--- src/rtl/exc_pkg.sv ---
package exc_pkg;
  localparam int XLEN      = 32;
  localparam int SRW       = 16;
  localparam int LVLW      = 3;
  localparam int VOFFW     = 10;     // vector field width inside the packed word
  localparam int SR_S_BIT  = 13;
  localparam int SR_M_BIT  = 12;
  localparam int SR_I_LO   = 8;
  localparam int TRAP_LO   = 32;
  localparam int TRAP_HI   = 47;

  typedef enum logic [2:0] {
    ST_IDLE, ST_PUSH_PC, ST_PUSH_FMT, ST_FETCH, ST_POP_FMT, ST_POP_PC, ST_FIN
  } seq_state_t;

  function automatic logic [XLEN-1:0] align_down4(input logic [XLEN-1:0] sp);
    return {sp[XLEN-1:2], 2'b00};
  endfunction

  function automatic logic [XLEN-1:0] vec_offset(input logic [VOFFW-1:0] vec);
    return {{(XLEN-VOFFW-2){1'b0}}, vec, 2'b00};
  endfunction

  function automatic logic [XLEN-1:0] pack_frame(input logic [1:0] sp_lo,
                                                 input logic [VOFFW-1:0] vec,
                                                 input logic [SRW-1:0] sr);
    return {2'b01, sp_lo, vec, 2'b00, sr};
  endfunction

  function automatic logic [XLEN-1:0] return_addr(input logic [XLEN-1:0] pc,
                                                  input logic [VOFFW-1:0] vec);
    if (int'(vec) >= TRAP_LO && int'(vec) <= TRAP_HI) return pc + 32'd2;
    return pc;
  endfunction

  function automatic logic [SRW-1:0] entry_status(input logic [SRW-1:0] sr,
                                                  input logic hw,
                                                  input logic [LVLW-1:0] lvl);
    logic [SRW-1:0] s;
    s = sr;
    s[SR_S_BIT] = 1'b1;
    if (hw) begin
      s[SR_I_LO +: LVLW] = lvl;
      s[SR_M_BIT] = 1'b0;
    end
    return s;
  endfunction

  function automatic logic [XLEN-1:0] unwind_sp(input logic [XLEN-1:0] sp,
                                                input logic [XLEN-1:0] fmt);
    return (sp + 32'd8) | {{(XLEN-2){1'b0}}, fmt[29:28]};
  endfunction

  function automatic logic [SRW-1:0] unwind_sr(input logic [XLEN-1:0] fmt);
    return fmt[SRW-1:0];
  endfunction
endpackage

--- src/rtl/exc_irq_gate.sv ---
module exc_irq_gate
  import exc_pkg::*;
(
  input  logic [LVLW-1:0] mask,
  input  logic [LVLW-1:0] level,
  output logic            accept
);
  assign accept = (level > mask);
endmodule

--- src/rtl/exc_frame_calc.sv ---
module exc_frame_calc
  import exc_pkg::*;
(
  input  logic [XLEN-1:0]  ctx_pc,
  input  logic [SRW-1:0]   ctx_sr,
  input  logic [XLEN-1:0]  ctx_ssp,
  input  logic [XLEN-1:0]  ctx_vbr,
  input  logic [VOFFW-1:0] ctx_vec,
  input  logic             ctx_hw,
  input  logic [LVLW-1:0]  ctx_lvl,
  input  logic [XLEN-1:0]  fmt_rd,
  output logic [XLEN-1:0]  a_pc,
  output logic [XLEN-1:0]  d_pc,
  output logic [XLEN-1:0]  a_fmt,
  output logic [XLEN-1:0]  d_fmt,
  output logic [XLEN-1:0]  a_vec,
  output logic [XLEN-1:0]  a_rfmt,
  output logic [XLEN-1:0]  a_rpc,
  output logic [XLEN-1:0]  ent_sp,
  output logic [SRW-1:0]   ent_sr,
  output logic [XLEN-1:0]  ret_sp,
  output logic [SRW-1:0]   ret_sr
);
  logic [XLEN-1:0] base;

  assign base   = align_down4(ctx_ssp);
  assign a_pc   = base - 32'd4;
  assign d_pc   = return_addr(ctx_pc, ctx_vec);
  assign a_fmt  = base - 32'd8;
  assign d_fmt  = pack_frame(ctx_ssp[1:0], ctx_vec, ctx_sr);
  assign a_vec  = ctx_vbr + vec_offset(ctx_vec);
  assign a_rfmt = ctx_ssp;
  assign a_rpc  = ctx_ssp + 32'd4;
  assign ent_sp = a_fmt;
  assign ent_sr = entry_status(ctx_sr, ctx_hw, ctx_lvl);
  assign ret_sp = unwind_sp(ctx_ssp, fmt_rd);
  assign ret_sr = unwind_sr(fmt_rd);
endmodule

--- src/rtl/exc_seq_ctl.sv ---
module exc_seq_ctl
  import exc_pkg::*;
(
  input  logic            clk,
  input  logic            rst_n,
  input  logic            start_entry,
  input  logic            start_ret,
  input  logic [XLEN-1:0] a_pc,
  input  logic [XLEN-1:0] d_pc,
  input  logic [XLEN-1:0] a_fmt,
  input  logic [XLEN-1:0] d_fmt,
  input  logic [XLEN-1:0] a_vec,
  input  logic [XLEN-1:0] a_rfmt,
  input  logic [XLEN-1:0] a_rpc,
  input  logic            mem_ready,
  input  logic [XLEN-1:0] mem_rdata,
  output logic            mem_valid,
  output logic            mem_write,
  output logic [XLEN-1:0] mem_addr,
  output logic [XLEN-1:0] mem_wdata,
  output logic            busy,
  output logic            done,
  output logic            is_entry,
  output logic [XLEN-1:0] pc_rd,
  output logic [XLEN-1:0] fmt_rd
);
  seq_state_t state_q, state_d;
  logic       xfer;

  always_comb begin
    mem_valid = 1'b1;
    mem_write = 1'b0;
    mem_addr  = '0;
    mem_wdata = '0;
    case (state_q)
      ST_PUSH_PC:  begin mem_write = 1'b1; mem_addr = a_pc;  mem_wdata = d_pc;  end
      ST_PUSH_FMT: begin mem_write = 1'b1; mem_addr = a_fmt; mem_wdata = d_fmt; end
      ST_FETCH:    mem_addr = a_vec;
      ST_POP_FMT:  mem_addr = a_rfmt;
      ST_POP_PC:   mem_addr = a_rpc;
      default:     mem_valid = 1'b0;
    endcase
  end

  assign xfer = mem_valid & mem_ready;

  always_comb begin
    state_d = state_q;
    case (state_q)
      ST_IDLE: begin
        if (start_entry)    state_d = ST_PUSH_PC;
        else if (start_ret) state_d = ST_POP_FMT;
      end
      ST_PUSH_PC:  if (xfer) state_d = ST_PUSH_FMT;
      ST_PUSH_FMT: if (xfer) state_d = ST_FETCH;
      ST_FETCH:    if (xfer) state_d = ST_FIN;
      ST_POP_FMT:  if (xfer) state_d = ST_POP_PC;
      ST_POP_PC:   if (xfer) state_d = ST_FIN;
      default:     state_d = ST_IDLE;
    endcase
  end

  always_ff @(posedge clk) begin
    if (!rst_n) begin
      state_q  <= ST_IDLE;
      is_entry <= 1'b0;
      pc_rd    <= '0;
      fmt_rd   <= '0;
    end else begin
      state_q <= state_d;
      if (state_q == ST_IDLE && (start_entry || start_ret)) is_entry <= start_entry;
      if (xfer && (state_q == ST_FETCH || state_q == ST_POP_PC)) pc_rd <= mem_rdata;
      if (xfer && state_q == ST_POP_FMT) fmt_rd <= mem_rdata;
    end
  end

  assign busy = (state_q != ST_IDLE);
  assign done = (state_q == ST_FIN);
endmodule

--- src/rtl/exc_seq.sv ---
module exc_seq
  import exc_pkg::*;
#(
  parameter int VEC_W = 8
) (
  input  logic              clk,
  input  logic              rst_n,
  input  logic              req_valid,
  input  logic [VEC_W-1:0]  req_vector,
  input  logic              req_hw,
  input  logic [LVLW-1:0]   irq_level,
  input  logic              rte_req,
  input  logic [XLEN-1:0]   cur_pc,
  input  logic [SRW-1:0]    cur_sr,
  input  logic [XLEN-1:0]   ssp,
  input  logic [XLEN-1:0]   vbr,
  output logic              irq_accept,
  output logic              busy,
  output logic              done,
  output logic [XLEN-1:0]   new_pc,
  output logic              sp_load,
  output logic [XLEN-1:0]   sp_next,
  output logic              sr_load,
  output logic [SRW-1:0]    sr_next,
  output logic              mem_valid,
  output logic              mem_write,
  output logic [XLEN-1:0]   mem_addr,
  output logic [XLEN-1:0]   mem_wdata,
  input  logic              mem_ready,
  input  logic [XLEN-1:0]   mem_rdata
);
  localparam int VEC_EXT = VOFFW;

  logic [XLEN-1:0]    ctx_pc, ctx_ssp, ctx_vbr;
  logic [SRW-1:0]     ctx_sr;
  logic [VEC_EXT-1:0] ctx_vec;
  logic               ctx_hw;
  logic [LVLW-1:0]    ctx_lvl;

  logic take_exc, start_entry, start_ret, is_entry, entry_run;
  logic [XLEN-1:0] a_pc, d_pc, a_fmt, d_fmt, a_vec, a_rfmt, a_rpc;
  logic [XLEN-1:0] ent_sp, ret_sp, pc_rd, fmt_rd;
  logic [SRW-1:0]  ent_sr, ret_sr;

  exc_irq_gate u_gate (
    .mask   (cur_sr[SR_I_LO +: LVLW]),
    .level  (irq_level),
    .accept (irq_accept)
  );

  assign take_exc    = req_valid & (~req_hw | irq_accept);
  assign start_entry = ~busy & take_exc;
  assign start_ret   = ~busy & rte_req & ~take_exc;

  always_ff @(posedge clk) begin
    if (!rst_n) begin
      ctx_pc  <= '0;
      ctx_sr  <= '0;
      ctx_ssp <= '0;
      ctx_vbr <= '0;
      ctx_vec <= '0;
      ctx_hw  <= 1'b0;
      ctx_lvl <= '0;
    end else if (start_entry || start_ret) begin
      ctx_pc  <= cur_pc;
      ctx_sr  <= cur_sr;
      ctx_ssp <= ssp;
      ctx_vbr <= vbr;
      ctx_vec <= VEC_EXT'(req_vector);
      ctx_hw  <= req_hw;
      ctx_lvl <= irq_level;
    end
  end

  exc_frame_calc u_calc (
    .ctx_pc (ctx_pc),  .ctx_sr (ctx_sr),  .ctx_ssp(ctx_ssp), .ctx_vbr(ctx_vbr),
    .ctx_vec(ctx_vec), .ctx_hw (ctx_hw),  .ctx_lvl(ctx_lvl), .fmt_rd (fmt_rd),
    .a_pc   (a_pc),    .d_pc   (d_pc),    .a_fmt  (a_fmt),   .d_fmt  (d_fmt),
    .a_vec  (a_vec),   .a_rfmt (a_rfmt),  .a_rpc  (a_rpc),
    .ent_sp (ent_sp),  .ent_sr (ent_sr),  .ret_sp (ret_sp),  .ret_sr (ret_sr)
  );

  exc_seq_ctl u_ctl (
    .clk        (clk),
    .rst_n      (rst_n),
    .start_entry(start_entry),
    .start_ret  (start_ret),
    .a_pc       (a_pc),
    .d_pc       (d_pc),
    .a_fmt      (a_fmt),
    .d_fmt      (d_fmt),
    .a_vec      (a_vec),
    .a_rfmt     (a_rfmt),
    .a_rpc      (a_rpc),
    .mem_ready  (mem_ready),
    .mem_rdata  (mem_rdata),
    .mem_valid  (mem_valid),
    .mem_write  (mem_write),
    .mem_addr   (mem_addr),
    .mem_wdata  (mem_wdata),
    .busy       (busy),
    .done       (done),
    .is_entry   (is_entry),
    .pc_rd      (pc_rd),
    .fmt_rd     (fmt_rd)
  );

  assign entry_run = busy & is_entry;
  assign new_pc    = pc_rd;
  assign sp_load   = done;
  assign sr_load   = done;
  assign sp_next   = is_entry ? ent_sp : ret_sp;
  assign sr_next   = is_entry ? ent_sr : ret_sr;
endmodule

--- config.mk ---
export PLATFORM = sky130hd
export DESIGN_NAME = exc_seq
export DESIGN_NICKNAME = d
export VERILOG_FILES = /design/src/rtl/exc_pkg.sv /design/src/rtl/exc_irq_gate.sv /design/src/rtl/exc_frame_calc.sv /design/src/rtl/exc_seq_ctl.sv /design/src/rtl/exc_seq.sv
export SDC_FILE = /design/constraint.sdc
export NUM_CORES = 1
export LEC_CHECK = 0
export ABC_AREA = 1
export CAP_MARGIN = 30
export CORE_MARGIN = 2
export CORE_UTILIZATION = 49
export DETAILED_ROUTE_END_ITERATION = 10
export HOLD_SLACK_MARGIN = 0.06
export PLACE_DENSITY = 0.79
export RECOVER_POWER = 100
export REMOVE_ABC_BUFFERS = 1
export SLEW_MARGIN = 40
export SYNTH_ARGS = -nofsm -noshare
export SYNTH_HDL_FRONTEND = slang
export SYNTH_HIERARCHICAL = 1
export SYNTH_SLANG_ARGS = --single-unit
--- constraint.sdc ---
create_clock -name clk -period 2.3 [get_ports clk]
set_clock_uncertainty 0.15 [all_clocks]
set_input_delay 0.345 -clock clk [delete_from_list [all_inputs] [get_ports clk]]
set_output_delay 0.345 -clock clk [all_outputs]
set_load 0.05 [all_outputs]
Word-level counts from Yosys, hierarchy flattened
Index checks and enable logic that the tools add are counted.
{ "op_classes": {"bitwise_logic": 10, "reduce_logical": 12, "n_lt_le_gt_ge": 3, "add_sub_neg": 6, "muxes": 18, "eq_ne": 11} }
{ "ops": {"columns": ["operator", "count"], "rows": [
  ["$pmux W32 S5", 1],
  ["$mux W32", 3],
  ["$pmux W32 S2", 1],
  ["$add A32 B10 Y32", 1],
  ["$add A32 B2 Y32 const B", 1],
  ["$add A32 B3 Y32 const B", 1],
  ["$add A32 B4 Y32 const B", 1],
  ["$or A32 B2 Y32", 1],
  ["$sub A32 B3 Y32 const B", 1],
  ["$sub A32 B4 Y32 const B", 1],
  ["$mux W3", 7],
  ["$mux W16", 1],
  ["$pmux W3 S5", 1],
  ["$eq A3 B3 Y1 const B", 3],
  ["$ge A8 B6 Y1 const B", 1],
  ["$le A8 B6 Y1 const B", 1],
  ["$ne A2 B1 Y1 const B", 4],
  ["$eq A3 B2 Y1 const B", 2],
  ["$and A1 B1 Y1", 5],
  ["$reduce_and A5 Y1", 1],
  ["$reduce_or A5 Y1", 1],
  ["$logic_and A1 B1 Y1", 4],
  ["$mux W1", 4],
  ["$reduce_or A2 Y1", 2],
  ["8 further kinds", 11]
]} }
{ "totals": {"register_bits": 190, "output_inout_bits": 151, "input_bits": 161} }

Depth between registers and ports, before layout
{ "logic_depth": {"ltp_word": 8, "mapped_depth": 18} }

Hierarchy
Netlist, hierarchy kept.
{ "by_module_without_submodules": {"columns": ["mod", "cells_per_inst", "instances", "area_per_inst_um2"], "rows": [
  ["exc_seq", 875, 1, 6173.4],
  ["exc_frame_calc", 1070, 1, 5695.5],
  ["exc_seq_ctl", 625, 1, 4142.7],
  ["exc_irq_gate", 15, 1, 82.6]
]} }

Least setup slack after synthesis
Ideal clock, no wire load.
{ "synth_path": {"kind": "input-to-reg", "from": "in cur_sr[10]", "to": "reg u_ctl.state_q[2]", "slack_ps": -587, "required_time_ps": 2037, "t_arrival_ps": 2624, "setup_ps": 113, "cell_stages": 17, "path_buffers": 2, "cell_sequence": "inv_1 -> ha_1 -> nand2_1 -> nor2_1 -> nor2_1 -> nor2_1 -> inv_1 -> nand2_2 -> nand3_2 -> buf_4 -> buf_4 -> inv_1 -> inv_1 -> nand4_1 -> nand2_1 -> nor2_1 -> nor2_1"} }
{ "synth_rtl": {"columns": ["element", "line_no", "rtl"], "rows": [
  ["start: declaration", "exc_seq.sv:14", "input logic [SRW-1:0] cur_sr,"],
  ["$gt A3 B3 Y1 (*)", "exc_irq_gate.sv:8", "assign accept = (level > mask);"],
  ["net irq_accept", "exc_seq.sv:17", "output logic irq_accept,"],
  ["$or A1 B1 Y1 (*)", "exc_seq.sv:51", "assign take_exc = req_valid & (~req_hw | irq_accept);"],
  ["$and A1 B1 Y1 (*)", "exc_seq.sv:51", null],
  ["$and A1 B1 Y1 (*)", "exc_seq.sv:52", "assign start_entry = ~busy & take_exc;"],
  ["net start_entry", "exc_seq.sv:40", "logic take_exc, start_entry, start_ret, is_entry, entry_run;"],
  ["$ne A3 B1 Y1 (no source line) / $mux W3 (equally long branches)", null, null],
  ["$reduce_and A5 Y1 (no source line) / $pmux W3 S5 (equally long branches)", null, null],
  ["end signal: assignment", "exc_seq_ctl.sv:70", "state_q <= state_d;"],
  ["end: declaration", "exc_seq_ctl.sv:27", "seq_state_t state_q, state_d;"]
]} }
Mark *: on every way through the listed nets, which the timed path passes. The rest lies on a longest branch.
A chain may end at the register's enable or synchronous reset.

Final worst setup path
{ "layout_path": {"from": "reg ctx_vec[7]", "to": "out mem_addr[12]"} }
{ "layout_between": {"elab_chain_len": 2} }
{ "layout_rtl": {"columns": ["element", "line_no", "rtl"], "rows": [
  ["start: declaration", "exc_seq.sv:36", "logic [VEC_EXT-1:0] ctx_vec;"],
  ["start signal: assignment", "exc_seq.sv:69", "ctx_vec <= VEC_EXT'(req_vector);"],
  ["$add A32 B10 Y32", "exc_frame_calc.sv:31", "assign a_vec = ctx_vbr + vec_offset(ctx_vec);"],
  ["net a_vec[12]", "exc_seq.sv:41", "logic [XLEN-1:0] a_pc, d_pc, a_fmt, d_fmt, a_vec, a_rfmt, a_rpc;"],
  ["$pmux W32 S5", "exc_seq_ctl.sv:35", "case (state_q)"],
  ["end: declaration", "exc_seq.sv:27", "output logic [XLEN-1:0] mem_addr,"]
]} }
The timed path passes the listed nets, and every way through them passes these cells.

==> results by stage <==
Status:
- The run finished, with violations left.
- The checks that failed: negative setup slack.

Global route:
- The layer with the highest usage is met2.
- The first-pass GRT wire length is roughly 100000 um.
- The number of global-route vias before repair is 19000.
- For this run, global-route usage on met3 was measured as 0.0792.
- The global route total overflow is 0.
- Entering global routing, the biggest net connects 81 pins.
- The initial antenna violation count came to 0.
- For met2 alone, demand over resource in global routing was 0.646.
- For this run, the total global-route usage over all layers was measured as 0.381.
- The met1 track utilization from global routing is 0.439.

Placement:
- The number of buffers inserted by port buffering is 311.
- Detailed placement finished with a half-perimeter wire length of 43800 um.
- The worst setup slack after placement is -0.549 ns.
- The global placer's final weighted congestion is between 1 and 1.5.
- The post-detailed-placement cell area is between 20000 and 25000 um2.

Final layout:
- After the last flow step, the layout net total stands at 3184.
- The area of all sequential standard cells is 3760 um2.
- Fill cells in the final layout number slightly above 2000.
- The synthesis-to-layout area growth is 62.0%.
- After routing the design area is 25300 um2.
- In the final layout, the share of cells above drive strength 1 is 0.376.
- The antenna diode count is 0.
- The area of the multi-input gates is 11400 um2.

Setup path:
- The library cell contributing the largest single delay on the critical path is sky130_fd_sc_hd__dfxtp_4.
- In this run the number of cells on the critical path is 12.
- The critical path required time is around 1.8 ns.
- The worst reg2reg path startpoint is u_ctl/state_q[2].
- The kind of start point of the critical path is a register.
- The critical path capture point type is an output port.
- In this design, the stage delay of the slowest critical-path cell is 0.37 ns.
- The data arrival time at the worst-slack endpoint is 2.74 ns.
- The class of the most critical setup path is register to output port.
- The most critical setup path has its startpoint at ctx_vec[7].
- The cell that appears most often on the critical path is sky130_fd_sc_hd__nor2_2.
- The depth of the most critical reg-to-reg path is 9.
- The sum of buffers and inverters on the critical path is 3.
- Walking the worst path, the cells encountered are ha_4 > a21oi_4 > nor2_2 > nor2_2 > nand3_4 > buf_6 > xor2_1 > inv_1 > nor2_1 > a21oi_1 > nand4_1 > buf_12.
- In this run the worst path has a maximum fanout of 6.
- The critical path's top delay family is simple AND/OR/NAND/NOR gates.

Yosys:
- The Yosys warning count is 6.
- The cell area after technology mapping is 15600 um2.
- A synthesized cell averages 6.18 um2.
- In the synthesized netlist, the number of instances is 2529.

Floorplan:
- The core region is 31500 um2.
- The starting density of the core is 0.496.
- The floorplan has 65 rows.
- The vertical extent of the die is about 180 um.
- The total die area is 33300 um2.
- The top-level port count is 312.
- In this run the horizontal extent of the chip is 183 um.

Pwr:
- VDD sags by at most 0.797 mV.
- Power spread over the standard cell area amounts to 1270 nW/um2.
- In this run the static leakage power is 11.7 nW.

Detailed routing:
- The first detailed-routing pass took 6 iterations.
- The vias after detailed routing is ~20000.
- After detailed routing, the average wire length per cell comes to 20.4 um.
- The residual antenna-violating net count after detailed routing is 0.
- The number of DRC markers in iteration 0 is 1907.
- The final routed DRC violation total is 0.
- The total wire length after detailed routing is 69700 um.
- The number of vias per cell after detailed routing is approximately 5.7.

Timing:
- The measured slew at the worst slew-check pin is 0.607 ns.
- Static timing analysis puts the maximum clock frequency at 309 MHz.
- The count of endpoints failing hold in the final timing report is 0.
- The final cycle utilization of the critical path is 1.41.
- The worst slew margin relative to its limit is 0.594.
- The minimum setup slack in the final design is -0.940 ns.
- Setup repair after global routing could not meet its margin everywhere.
- Setup violations remaining at the end of the flow were counted as 161.
- The number of max-slew violations in the final report was 0.
- After layout, the minimum clock period comes to between 3 and 4 ns.

Clocking:
- After clock tree synthesis, the clock-pin slew on the worst setup and hold paths is 0.08 ns.
- The clock tree from TritonCTS is built.
- The count of clock tree sinks is 178.
- For this design, the CTS-stage hold fixing added 0 buffers.
- The deepest clock path buffer count is 2.
- The cell at the root of the clock tree is sky130_fd_sc_hd__clkbuf_16.
- The later pin in the worst-skew pair is clocked with a latency of 0.46 ns.
- Counting the buffers created by CTS gives 17.
- The number of H-tree branching levels is 4.

Worst hold path:
- The startpoint identified for the worst hold timing path is irq_level[1].
- The number of cells on the worst hold path is 3.
- The class of the tightest hold or removal check is primary input to register.

Job:
- The tool flagged a number of max-cap violations equal to 0.
[routing by layer]
metal,up-vias,wire [um]
met1,9131,25300
met5,-,0
li1,8823,-
met4,0,5040
met3,373,6470
met2,1225,32900
[cell usage in the layout (no fill, tap or decap), types with 6 or more instances in the layout]
master	n
sky130_fd_sc_hd__nor3_1	13
sky130_fd_sc_hd__nor3_4	12
sky130_fd_sc_hd__nand3_2	33
sky130_fd_sc_hd__buf_6	79
sky130_fd_sc_hd__inv_6	6
sky130_fd_sc_hd__o21ai_0	7
sky130_fd_sc_hd__buf_4	317
sky130_fd_sc_hd__mux2_4	27
sky130_fd_sc_hd__dfxtp_4	44
sky130_fd_sc_hd__xor2_1	91
sky130_fd_sc_hd__nand2_4	35
sky130_fd_sc_hd__a21oi_2	20
sky130_fd_sc_hd__nand4_1	88
sky130_fd_sc_hd__conb_1	17
sky130_fd_sc_hd__nand2_1	452
sky130_fd_sc_hd__clkdlybuf4s50_1	153
sky130_fd_sc_hd__inv_2	31
sky130_fd_sc_hd__nand3_1	207
sky130_fd_sc_hd__buf_8	13
sky130_fd_sc_hd__nor2_2	45
sky130_fd_sc_hd__ha_1	6
sky130_fd_sc_hd__inv_1	258
sky130_fd_sc_hd__dfxtp_2	28
sky130_fd_sc_hd__xor2_2	29
sky130_fd_sc_hd__a22o_1	27
sky130_fd_sc_hd__nand3_4	15
sky130_fd_sc_hd__mux2_2	24
sky130_fd_sc_hd__dfxtp_1	106
sky130_fd_sc_hd__a21oi_1	192
sky130_fd_sc_hd__dlygate4sd3_1	32
sky130_fd_sc_hd__nor2_4	79
sky130_fd_sc_hd__clkbuf_16	19
sky130_fd_sc_hd__inv_4	10
sky130_fd_sc_hd__nor2_1	203
sky130_fd_sc_hd__buf_12	109
sky130_fd_sc_hd__ha_4	13
sky130_fd_sc_hd__nand3b_1	11
sky130_fd_sc_hd__nand2_2	87
[tightest hold or removal path, cell delays in order]
cell and delay (ns):
sky130_fd_sc_hd__dlymetal6s2s_1 0.15, sky130_fd_sc_hd__a21oi_1 0.12, sky130_fd_sc_hd__nor2_1 0.07
[report_power, final]
| part | internal, W | leakage (nW) | total (W) | switching [W] |
|---|---|---|---|---|
| Clock | 0.00150 | 0.285 | 0.00307 | 0.00157 |
| Sequential | 0.00421 | 1.50 | 0.00563 | 0.00142 |
| Combinational | 0.00999 | 9.88 | 0.0234 | 0.0134 |
| Total | 0.0157 | 11.7 | 0.0321 | 0.0163 |
[final timing paths]
kind | to | slack (ns)
worst max-delay path | mem_addr[12] | -0.94
worst min-delay path | ctx_lvl[1] | 0.12
worst max register to register | ctx_vbr[4] | -0.16
worst min register to register | u_ctl/pc_rd[30] | 0.31
[flip-flops by register name (all words and copies together), names as in the netlist]
register,flops
u_ctl/fmt_rd,18
ctx_hw,1
u_ctl/state_q,3
ctx_vbr,32
ctx_pc,32
ctx_vec,8
ctx_lvl,3
ctx_sr,16
u_ctl/pc_rd,32
u_ctl/is_entry,1
ctx_ssp,32
[what timing repair did]
item,4_1_cts,5_1_grt
resized for setup,632,230
buffers inserted,49,41
gates cloned,6,4
endpoints found under the setup margin,97,118
pin swaps,184,146
[metrics by stage]
stage	hold WS, ns	instances	setup TNS [ns]	utilization	power [W]
final	0.121	3418	-51.09	0.804	0.0321
after global routing	0.141	3418	-75.10	0.804	0.0335
after CTS	0.131	3384	-40.68	0.772	0.0301
after detailed placement	0.303	3299	-63.03	0.666	0.0242
after global placement	0.295	3299	-54.71	0.666	0.0239
after floorplan	0.286	2257	-411.65	-	0.0151
[cell type report]
| type | instances | share of cell area |
|---|---|---|
| clock buffer | 19 | 0.0179 |
| clock inverter | 13 | 0.00544 |
| inverter | 307 | 0.0474 |
| multi-input combinational | 1772 | 0.452 |
| sequential | 178 | 0.149 |
| tap | 402 | 0.0199 |
| timing repair buffer | 727 | 0.309 |
Power figures use the tool's default switching activity.
